File: src/rtl/cme_pkg.sv
package cme_pkg;
    typedef enum logic [1:0] {
        OP_NONE  = 2'b00,
        OP_WB    = 2'b01,
        OP_INV   = 2'b10,
        OP_WBINV = 2'b11
    } cme_op_e;

    typedef enum logic [2:0] {
        S_IDLE,
        S_LOOKUP,
        S_EMIT,
        S_UPDATE,
        S_FINISH
    } cme_state_e;
endpackage

File: src/rtl/cme_range.sv
module cme_range #(
    parameter int ADDR_W = 32,
    parameter int CNT_W  = 16,
    parameter int OFF_W  = 6,
    localparam int LINE_W = ADDR_W - OFF_W
) (
    input  logic [ADDR_W-1:0] base_addr,
    input  logic [CNT_W-1:0]  word_cnt,
    output logic [LINE_W-1:0] first_line,
    output logic [LINE_W-1:0] last_line,
    output logic              empty
);
    logic [ADDR_W:0] span_end;
    logic [LINE_W:0] end_line;

    always_comb begin
        // last byte of the range, one extra bit to catch wrap past the top
        span_end   = {1'b0, base_addr}
                   + {{(ADDR_W-1-CNT_W){1'b0}}, word_cnt, 2'b00}
                   - {{ADDR_W{1'b0}}, 1'b1};
        end_line   = (LINE_W+1)'(span_end >> OFF_W);
        first_line = LINE_W'(base_addr >> OFF_W);
        last_line  = end_line[LINE_W] ? {LINE_W{1'b1}} : end_line[LINE_W-1:0];
        empty      = (word_cnt == '0);
    end
endmodule

File: src/rtl/cme_tag_match.sv
module cme_tag_match #(
    parameter int WAYS  = 2,
    parameter int TAG_W = 19
) (
    input  logic [TAG_W-1:0]            line_tag,
    input  logic [WAYS-1:0][TAG_W-1:0]  ta_tag,
    input  logic [WAYS-1:0]             ta_valid,
    input  logic [WAYS-1:0]             ta_dirty,
    output logic [WAYS-1:0]             hit,
    output logic [WAYS-1:0]             dirty_hit
);
    for (genvar w = 0; w < WAYS; w++) begin : g_way
        assign hit[w]       = ta_valid[w] && (ta_tag[w] == line_tag);
        assign dirty_hit[w] = hit[w] && ta_dirty[w];
    end
endmodule

File: src/rtl/cache_maint_engine.sv
module cache_maint_engine
    import cme_pkg::*;
#(
    parameter int ADDR_W     = 32,
    parameter int SETS       = 128,
    parameter int LINE_BYTES = 64,
    parameter int WAYS       = 2,
    parameter int CNT_W      = 16,
    localparam int OFF_W  = $clog2(LINE_BYTES),
    localparam int SET_W  = $clog2(SETS),
    localparam int TAG_W  = ADDR_W - OFF_W - SET_W,
    localparam int LINE_W = ADDR_W - OFF_W,
    localparam int WAY_W  = (WAYS > 1) ? $clog2(WAYS) : 1
) (
    input  logic                       clk,
    input  logic                       rst_n,
    input  logic                       start,
    input  logic [1:0]                 op,
    input  logic [ADDR_W-1:0]          base_addr,
    input  logic [CNT_W-1:0]           word_cnt,
    output logic                       busy,
    output logic                       done,
    output logic [SET_W-1:0]           ta_set,
    input  logic [WAYS-1:0][TAG_W-1:0] ta_tag,
    input  logic [WAYS-1:0]            ta_valid,
    input  logic [WAYS-1:0]            ta_dirty,
    output logic [WAYS-1:0]            st_we,
    output logic [SET_W-1:0]           st_set,
    output logic                       st_valid,
    output logic                       st_dirty,
    output logic                       wb_valid,
    input  logic                       wb_ready,
    output logic [ADDR_W-1:0]          wb_addr,
    output logic [WAY_W-1:0]           wb_way
);
    cme_state_e        state, state_nx;
    logic [LINE_W-1:0] cur_line, last_q;
    logic [1:0]        op_q;
    logic [WAYS-1:0]   hit_q, pend_q, sel_oh;
    logic [WAY_W-1:0]  sel_idx;

    logic [LINE_W-1:0] first_line, last_line;
    logic              range_empty;
    logic [WAYS-1:0]   hit, dirty_hit, want_wb;
    logic              at_last;

    cme_range #(.ADDR_W(ADDR_W), .CNT_W(CNT_W), .OFF_W(OFF_W)) u_range (
        .base_addr (base_addr),
        .word_cnt  (word_cnt),
        .first_line(first_line),
        .last_line (last_line),
        .empty     (range_empty)
    );

    cme_tag_match #(.WAYS(WAYS), .TAG_W(TAG_W)) u_match (
        .line_tag (cur_line[LINE_W-1:SET_W]),
        .ta_tag   (ta_tag),
        .ta_valid (ta_valid),
        .ta_dirty (ta_dirty),
        .hit      (hit),
        .dirty_hit(dirty_hit)
    );

    assign want_wb = dirty_hit & {WAYS{op_q[0]}};
    assign at_last = (cur_line == last_q);
    assign sel_oh  = pend_q & (~pend_q + {{(WAYS-1){1'b0}}, 1'b1});

    always_comb begin
        sel_idx = '0;
        for (int i = WAYS - 1; i >= 0; i--) begin
            if (pend_q[i]) sel_idx = WAY_W'(i);
        end
    end

    // next-state logic
    always_comb begin
        state_nx = state;
        unique case (state)
            S_IDLE:
                if (start) begin
                    state_nx = (range_empty || op == OP_NONE) ? S_FINISH : S_LOOKUP;
                end
            S_LOOKUP:
                if (hit == '0)          state_nx = at_last ? S_FINISH : S_LOOKUP;
                else if (want_wb != '0) state_nx = S_EMIT;
                else                    state_nx = S_UPDATE;
            S_EMIT:
                if (wb_ready && (pend_q & ~sel_oh) == '0) state_nx = S_UPDATE;
            S_UPDATE:
                state_nx = at_last ? S_FINISH : S_LOOKUP;
            S_FINISH:
                state_nx = S_IDLE;
            default:
                state_nx = S_IDLE;
        endcase
    end

    // state register
    always_ff @(posedge clk) begin
        if (!rst_n) state <= S_IDLE;
        else        state <= state_nx;
    end

    // walk registers
    always_ff @(posedge clk) begin
        if (!rst_n) begin
            cur_line <= '0;
            last_q   <= '0;
            op_q     <= '0;
            hit_q    <= '0;
            pend_q   <= '0;
        end else begin
            unique case (state)
                S_IDLE:
                    if (start) begin
                        cur_line <= first_line;
                        last_q   <= last_line;
                        op_q     <= op;
                    end
                S_LOOKUP: begin
                    hit_q  <= hit;
                    pend_q <= want_wb;
                    if (hit == '0) cur_line <= cur_line + 1'b1;
                end
                S_EMIT:
                    if (wb_ready) pend_q <= pend_q & ~sel_oh;
                S_UPDATE:
                    cur_line <= cur_line + 1'b1;
                default: ;
            endcase
        end
    end

    // outputs
    always_comb begin
        busy     = (state != S_IDLE);
        done     = (state == S_FINISH);
        ta_set   = cur_line[SET_W-1:0];
        st_set   = cur_line[SET_W-1:0];
        st_we    = (state == S_UPDATE) ? hit_q : '0;
        st_valid = ~op_q[1];
        st_dirty = 1'b0;
        wb_valid = (state == S_EMIT);
        wb_addr  = {cur_line, {OFF_W{1'b0}}};
        wb_way   = sel_idx;
    end
endmodule

File: config.mk
export PLATFORM = sky130hd
export DESIGN_NAME = cache_maint_engine
export DESIGN_NICKNAME = d
export VERILOG_FILES = /design/src/rtl/cme_pkg.sv /design/src/rtl/cme_range.sv /design/src/rtl/cme_tag_match.sv /design/src/rtl/cache_maint_engine.sv
export SDC_FILE = /design/constraint.sdc
export NUM_CORES = 1
export LEC_CHECK = 0
export CAP_MARGIN = 0
export CORE_MARGIN = 8
export CORE_UTILIZATION = 45
export DETAILED_ROUTE_END_ITERATION = 12
export GPL_TIMING_DRIVEN = 0
export PLACE_DENSITY = 0.78
export SLEW_MARGIN = 10
export SYNTH_ARGS = -nofsm -noshare
export SYNTH_HDL_FRONTEND = slang
export SYNTH_SLANG_ARGS = --single-unit
File: constraint.sdc
create_clock -name clk -period 3.4 [get_ports clk]
set_input_delay 1.02 -clock clk [delete_from_list [all_inputs] [get_ports clk]]
set_output_delay 1.02 -clock clk [all_outputs]
set_load 0.02 [all_outputs]
# --- After elaboration in Yosys (flattened, before gate mapping) ---
# Index checks and enable logic that the tools add are counted.
op_classes:
  n_reduce_logical: 19
  addsub: 4
  n_eq_ne: 11
  mux: 16
  n_bitwise: 6
op_table:
  columns: ["cell", "n"]
  rows:
  - ["$mux W26", 3]
  - ["$pmux W26 S3", 1]
  - ["$eq A19 B19 Y1", 2]
  - ["$add A32 B18 Y33", 1]
  - ["$sub A33 B1 Y33 const B", 1]
  - ["$add A26 B1 Y26 const B", 1]
  - ["$eq A26 B26 Y1", 1]
  - ["$logic_not A16 Y1", 1]
  - ["$mux W3", 5]
  - ["$pmux W3 S4", 1]
  - ["$and A2 B2 Y2", 3]
  - ["$eq A3 B2 Y1 const B", 2]
  - ["$logic_not A2 Y1", 3]
  - ["$reduce_and A2 Y1", 3]
  - ["$reduce_bool A3 Y1", 2]
  - ["$logic_and A1 B1 Y1", 5]
  - ["$mux W2", 2]
  - ["$ne A2 B1 Y1 const B", 2]
  - ["$ne A2 B2 Y1 const B", 2]
  - ["$not A2 Y2", 2]
  - ["$pmux W2 S2", 1]
  - ["$reduce_bool A2 Y1", 2]
  - ["$eq A3 B1 Y1 const B", 1]
  - ["$eq A3 B3 Y1 const B", 1]
  - ["6 further kinds", 8]
totals:
  wordCells: 62
  inputBits: 96
  regBits: 61

# --- Depth between registers and ports, before layout ---
# Gate-level depths: netlist of run 1.
depth:
  word_depth: 9
  depth_mapped: 15

# --- Modules after synthesis ---
# A second synthesis of run 1 with hierarchy kept.
hier_totals:
  hier_cells: 926
  area_unflattened_um2: 6491.2
modules_own_cells:
  columns: ["module", "cells_each", "n_inst", "seq_area_each_um2", "area_per_inst_um2"]
  rows:
  - ["cache_maint_engine", 477, 1, 1221.2, 3518.4]
  - ["cme_range", 386, 1, 0.0, 2498.6]
  - ["cme_tag_match", 63, 1, 0.0, 474.2]

# --- Least setup slack after synthesis of run 1 ---
# OpenSTA, ideal clock, no wires.
synth_path:
  path_kind: "input -> register"
  from: "input base_addr[15]"
  to: "register last_q[23]"
  t_required_ns: 3.275
  path_buffers: 2
  stages: 15
  t_arrival_ns: 3.462
  path_slack_ns: -0.188
  path_cell_list: "inv_1 ha_1 inv_1 ha_1 buf_6 a21oi_2 nor3_1 or3_1 a32o_1 a211o_1 o21ai_0 and3b_1 buf_6 nor4b_1 nor3_1"
synth_between:
  elab_chain_len: 3
synth_lines:
  columns: ["element", "line", "text"]
  rows:
  - ["start: declaration", "cache_maint_engine.sv:19", "input logic [ADDR_W-1:0] base_addr,"]
  - ["$add A32 B18 Y33", "cme_range.sv:19", "+ {{(ADDR_W-1-CNT_W){1'b0}}, word_cnt, 2'b00}"]
  - ["$sub A33 B1 Y33", "cme_range.sv:20", "- {{ADDR_W{1'b0}}, 1'b1};"]
  - ["$mux W26", "cme_range.sv:23", "last_line = end_line[LINE_W] ? {LINE_W{1'b1}} : end_line[LINE_W-1:0];"]
  - ["end signal: assignment", "cache_maint_engine.sv:117", "last_q <= last_line;"]
  - ["end: declaration", "cache_maint_engine.sv:37", "logic [LINE_W-1:0] cur_line, last_q;"]
# No other way between the ends.
# A chain may end at the register's enable or synchronous reset.

# --- Worst setup path after layout of run 1 ---
layout_path:
  from: "input word_cnt[8]"
  to: "register last_q[19]"
layout_between:
  elab_chain_len: 3
layout_lines:
  columns: ["element", "line", "text"]
  rows:
  - ["start: declaration", "cache_maint_engine.sv:20", "input logic [CNT_W-1:0] word_cnt,"]
  - ["$add A32 B18 Y33", "cme_range.sv:19", null]
  - ["$sub A33 B1 Y33", "cme_range.sv:20", null]
  - ["$mux W26", "cme_range.sv:23", null]
# No other way between the ends.

==> results.json, run 1 <==
{
  "drc": 0,
  "cp_slowest_cell": "a221oi_2",
  "grt.busiest_layer": "met2",
  "fmax_mhz": 289.5,
  "grtUsageMet1": 0.2894,
  "grt_overflow_total": 0,
  "netlist_area_um2": 5793,
  "firstDrtPassIters": 5,
  "ir_drop_v": 0.0002351,
  "timing.final.ws_setup_ns": -0.05472,
  "slew_headroom": 0.5856,
  "hold_violations": 0,
  "fin_skew_ns": 0.006042,
  "ant_nets": 0,
  "seq_area_um2": 1222,
  "cp_data_arrival_time_ns": 3.67,
  "synth-async-reset-ratio": 0,
  "worst_setup_hold_path_clk_slew_ns": 0.05,
  "crit_type": "input port to flop",
  "clockRootBuffer": "clkbuf_16",
  "fp.dieH_um": 129.5,
  "netlist_instances": 797,
  "dp_cells": 1117,
  "min_period_ns": 3.455,
  "rows": 41,
  "ys_warn_count": 0,
  "dp_hpwl_mm": 15.43,
  "clock_latency_ns": 0.34,
  "slew_violations": 0,
  "ys_seq_area_frac": 0.2108,
  "grt_max_degree": 11,
  "fin_cells": 1196,
  "nFillCells": 956,
  "ys_types": 61,
  "grt_pass1_vias": 6668,
  "slowest_delay_ns": 0.38,
  "period_share": 1.016,
  "cts-buffers-inserted": 9,
  "path_max_fanout": 5,
  "synthFlopType": "dfxtp_1",
  "die_area_um2": 16760,
  "rsz0062_at_grt": "true",
  "critPathCaptureType": "flop",
  "grt_first_pass_wirelength_mm": 33.64,
  "multi_input_area_um2": 4656,
  "status": "complete, but fails checks",
  "finish.utilization": 0.7140,
  "cts_sinks": 61,
  "grt_use_met3": 0.05505,
  "initialDrtViolationCount": 610,
  "ioPinCount": 150,
  "wl_per_cell_um": 19.36,
  "area_growth_pct": 55.53,
  "antenna_found_initial": 0,
  "startpoint_type": "input port",
  "hold_class": "flop to flop",
  "vias_per_cell": 5.793,
  "diodes": 0,
  "violations": "negative setup slack",
  "layout-drive-gt1-share": 0.2900,
  "hold_buffers": 0,
  "initial_utilization": 0.4591,
  "nets": 1164,
  "cts.path.max_buffers": 2,
  "cap_violations": 0,
  "gp_congestion": 0.9309,
  "drt-total-wl_mm": 23.16,
  "htree_levels": 3,
  "p_per_area_nw_per_um2": 379.1,
  "tritoncts": "done",
  "synth_seq_cells": 61,
  "p_leak_nw": 3.876,
  "synth_edf_count": 0,
  "dr_total_vias": 6929,
  "worst_pin_slew_ns": 0.6216,
  "die_w_um": 129.5,
  "grt.total_usage": 0.2518,
  "critical_path_required_ns": 3.62,
  "setup_violations": 11,
  "io_buffers": 142,
  "crit_chain": "dlygate4sd2_1 > inv_1 > ha_4 > inv_2 > ha_4 > buf_4 > a21oi_1 > o21ai_1 > a221oi_2 > nand2_1 > o221ai_2 > o2111ai_2 > a21oi_2 > xor2_1 > a21oi_1",
  "avgSynthCellArea_um2": 7.269,
  "fp.coreArea_um2": 12620,
  "grt_use_met2": 0.4403
}
final timing paths:
kind | startpoint | end | slack (ns) | depth (start not counted)
setup / recovery | word_cnt[8] | last_q[19] | -0.05 | 15
hold reg to reg | pend_q[1] | pend_q[1] | 0.52 | 2
setup reg to reg | cur_line[11] | cur_line[11] | 0.54 | 10
hold / removal | pend_q[1] | pend_q[1] | 0.52 | 2
logic make-up after synthesis:
kind of cell	after synthesis	synth area share
AND/OR/NAND/NOR	216	0.1842
buffers and inverters	161	0.1214
XOR/XNOR	89	0.1346
other	1	0.0006473
AO/OA/AOI/OAI	219	0.2413
flip-flops	61	0.2108
multiplexers	3	0.005615
adder cells (fa/ha/maj)	47	0.1015
routing by layer:
metal / vias to the layer above / routed length [um]
li1: 3199 / -
met1: 3200 / 8894
met2: 428 / 10940
met3: 102 / 2154
met4: 0 / 1168
met5: - / 0
area by class of cell:
class / instances / area share
Inverter: 90 / 0.04083
Sequential cell: 61 / 0.1357
Multi-Input combinational cell: 581 / 0.5167
Clock buffer: 13 / 0.03111
Buffer: 69 / 0.04277
Timing Repair Buffer: 209 / 0.2084
Tap cell: 172 / 0.02389
Clock inverter: 1 / 0.0005555
synthesized netlist by cell type, drive strengths merged, types with 13 or more instances:
cell type	number	share of area
inv	90	0.058
a21oi	68	0.060
o21ai	64	0.056
dfxtp	61	0.21
nor2	60	0.039
xor2	53	0.080
nand2	51	0.033
ha	47	0.10
clkbuf	42	0.027
xnor2	36	0.054
buf	29	0.036
nand4	18	0.019
nand3	17	0.015
a21boi	15	0.019
nor4	15	0.016
nor3	13	0.012
critical path, delay by kind of cell:
family	cells	cell delay [ns]
simple gates	1	0.16
buf+inv	4	0.48
fa+ha+maj	2	0.47
xor+xnor	1	0.21
compound gates	7	1.34
through the flow:
| stage | cell area (um2) | total power [mW] | setup WS [ns] | TNS, ns | hold WS [ns] |
|---|---|---|---|---|---|
| 2_1_floorplan | 5916 | 1.675 | -0.06416 | -0.5328 | 0.4734 |
| 3_3_place_gp | 7552 | 2.101 | -0.9886 | -29.22 | 0.4994 |
| 3_5_place_dp | 7552 | 2.123 | -1.030 | -30.52 | 0.5067 |
| 4_1_cts | 8646 | 3.192 | 0.0002720 | 0 | 0.5137 |
| 5_1_grt | 9010 | 3.549 | -0.1073 | -1.547 | 0.5379 |
| 6_report | 9010 | 3.415 | -0.05472 | -0.2166 | 0.5185 |
cells in the final DEF (no fill, tap or decap), types with 10 or more instances in the layout:
| cell type | instances |
|---|---|
| clkbuf_2 | 12 |
| and3_1 | 11 |
| nand4_1 | 18 |
| a21oi_2 | 15 |
| a21oi_1 | 48 |
| dfxtp_1 | 60 |
| xnor2_1 | 36 |
| nand2_1 | 46 |
| nor2_1 | 59 |
| nand3_1 | 15 |
| inv_2 | 40 |
| clkbuf_16 | 10 |
| nor3_1 | 11 |
| clkbuf_1 | 36 |
| clkdlybuf4s50_1 | 101 |
| nor4_1 | 15 |
| o21ai_0 | 56 |
| buf_2 | 13 |
| xor2_1 | 53 |
| inv_1 | 41 |
| a21o_1 | 10 |
| buf_4 | 86 |
| dlygate4sd2_1 | 10 |
| a21boi_0 | 13 |
| ha_4 | 37 |
sequential cells by signal, indices dropped and copies added, names as in the netlist:
register  cells
hit_q         2
state         3
cur_line     26
op_q          2
pend_q        2
last_q       26
power breakdown:
group / leakage (nW) / internal [mW] / total (mW) / switching (mW)
sequential: 0.505 / 0.794 / 0.865 / 0.0719
combinational: 3.23 / 0.795 / 1.67 / 0.880
clock: 0.144 / 0.562 / 0.876 / 0.313
what timing repair did:
item / 4_1_cts / 5_1_grt
setup buffers: 45 / 20
gates resized for setup: 211 / 97
setup endpoints to repair: 28 / 39
cloned: 1 / 1
pin swaps: 53 / 46
Note: power is estimated with default switching activity, not from simulation.
==> run 2, diff against run 1 <==
--- a/config.mk
+++ b/config.mk
@@ -10,7 +10,7 @@
 export CORE_UTILIZATION = 45
 export DETAILED_ROUTE_END_ITERATION = 12
 export GPL_TIMING_DRIVEN = 0
-export PLACE_DENSITY = 0.78
+export PLACE_DENSITY_LB_ADDON = 0.3
 export SLEW_MARGIN = 10
 export SYNTH_ARGS = -nofsm -noshare
 export SYNTH_HDL_FRONTEND = slang
==> constraint.sdc (replaced) <==
create_clock -name clk -period 3 [get_ports clk]
set_input_delay 0.9 -clock clk [delete_from_list [all_inputs] [get_ports clk]]
set_output_delay 0.9 -clock clk [all_outputs]
set_load 0.02 [all_outputs]
==> results.json, run 2 (same netlist as run 1, synthesis figures left out) <==
{
  "status": "complete, but fails checks",
  "violations": "negative setup slack",
  "crit_top_cell": "ha_4",
  "initialDrtViolationCount": 676,
  "initial_utilization": 0.4591,
  "min_period_ns": 3.318,
  "cp_slowest_cell": "a211oi_4",
  "power_mw": 4.031,
  "gp_congestion": 0.9413,
  "critPathCaptureType": "flop",
  "grt_first_pass_wirelength_mm": 34.96,
  "crit_chain": "buf_2 > inv_1 > ha_4 > inv_2 > ha_4 > nand2_1 > o21a_1 > nor3b_2 > a211o_1 > a211oi_4 > nor3_2 > and3b_2 > buf_8 > nor4b_4 > nor3_1",
  "slowest_delay_ns": 0.33,
  "slew_headroom": 0.5614,
  "diodes": 0,
  "finish.utilization": 0.7137,
  "startpoint_type": "input port",
  "drc": 0,
  "cts_sinks": 61,
  "dr_total_vias": 6960,
  "clockRootBuffer": "clkbuf_16",
  "fin_skew_ns": 0.004264,
  "rsz0062_at_grt": "true",
  "fin_cells": 1190,
  "grt_overflow_total": 0,
  "cp_data_arrival_time_ns": 3.54,
  "antenna_found_initial": 0,
  "wl_per_cell_um": 19.49,
  "die_w_um": 129.5,
  "io_buffers": 142,
  "ir_drop_v": 0.0003178,
  "grt_pass1_vias": 6877,
  "layout_commonest_cell": "clkdlybuf4s50_1",
  "dp_cells": 1117,
  "crit_type": "input port to flop",
  "hold_class": "flop to flop",
  "p_sw_frac": 0.3600,
  "critical_path_required_ns": 3.23,
  "ant_nets": 0,
  "slew_violations": 0,
  "vias_per_cell": 5.849,
  "worst_pin_slew_ns": 0.6579,
  "p_switching_mw": 1.451,
  "p_leak_nw": 3.855,
  "mostFrequentLayoutCells": "100 x clkdlybuf4s50_1, 81 x buf_4, 59 x dfxtp_1",
  "ioPinCount": 150,
  "area_growth_pct": 55.46,
  "seqPwrFrac": 0.244,
  "timing.final.ws_setup_ns": -0.3179,
  "reg_top3": "cur_line x26, last_q x26, state x3",
  "worst_setup_hold_path_clk_slew_ns": 0.05,
  "power_frac_clock": 0.295,
  "layout-drive-gt1-share": 0.3104,
  "p_comb_frac": 0.461,
  "period_share": 1.106,
  "fp.coreArea_um2": 12620,
  "setup_violations": 26,
  "cap_violations": 0,
  "fmax_mhz": 301.4,
  "dp_hpwl_mm": 15.38,
  "firstDrtPassIters": 5,
  "grt_max_degree": 12,
  "path_max_fanout": 6,
  "grt.total_usage": 0.2640,
  "nets": 1156,
  "p_per_area_nw_per_um2": 447.6,
  "fp.dieH_um": 129.5,
  "tritoncts": "done",
  "drt-total-wl_mm": 23.20,
  "htree_levels": 3,
  "power.internal_mw": 2.580,
  "cts-buffers-inserted": 9,
  "clock_latency_ns": 0.34,
  "cts.path.max_buffers": 2,
  "rows": 41,
  "fin_area_um2": 9006,
  "die_area_um2": 16760,
  "place_area_um2": 7552,
  "hold_violations": 0,
  "holdWs_ns": 0.5224
}
[run 2: changes by cell type in the layout (fill, tap and decap cells not counted), sizes merged]
cell / previous run / this run
buf: 113 / 124
bufinv: 0 / 2
dlygate4sd2: 10 / 5
clkdlybuf4s50: 101 / 100
clkbuf: 64 / 51
[run 2: power groups by stage]
stage | Combinational, mW | Sequential [mW] | Clock [mW]
final | 1.86 | 0.983 | 1.19
after detailed placement | 1.42 | 0.989 | 0
after floorplan | 0.883 | 1.02 | 0
after global placement | 1.40 | 0.987 | 0
after global routing | 1.96 | 0.992 | 1.23
after CTS | 1.71 | 0.976 | 1.19
[run 2: layout make-up]
type                       instances  area [um2]
buffer                            66       382.9
multi-input combinational        581        4708
clock buffer                      13       280.3
timing repair buffer             204        1768
inverter                          90       362.8
tap                              172       215.2
sequential                        61        1224
clock inverter                     3       65.06
fill                             961        3613
[run 2: final timing paths]
path	from	end	slack (ns)	cells after the start
setup reg to reg	cur_line[0]	cur_line[24]	0.23	10
setup / recovery	base_addr[9]	last_q[23]	-0.32	15
hold / removal	last_q[13]	last_q[13]	0.52	1
hold reg to reg	last_q[13]	last_q[13]	0.52	1
[run 2: worst max-delay path: cells and delay by family]
| kind | cells | cell delay, ns |
|---|---|---|
| AND/OR/NAND/NOR | 6 | 0.89 |
| buffers and inverters | 4 | 0.35 |
| AO/OA/AOI/OAI | 3 | 0.83 |
| adder cells (fa/ha/maj) | 2 | 0.58 |
[run 2: layer usage]
layer  GRT usage  vias to the layer above  share of wire
met2      0.4593                      454           0.47
li1            -                     3173              -
met4      0.1311                        0          0.048
met3     0.05546                      102          0.099
met5           0                        -              0
met1      0.3007                     3231           0.38
[run 2: what timing repair did]
item	4_1_cts	5_1_grt
buffers inserted	48	12
resized for setup	306	33
gates cloned	2	1
setup endpoints to repair	52	56
pin swaps	62	20
hold buffers	0	0
[run 2: through the flow]
stage | setup TNS (ns) | setup WS [ns]
global placement | -43.89 | -1.270
global route | -8.750 | -0.4274
finish | -6.393 | -0.3179
floorplan | -7.631 | -0.3442
CTS | -3.840 | -0.2087
detailed placement | -44.43 | -1.282
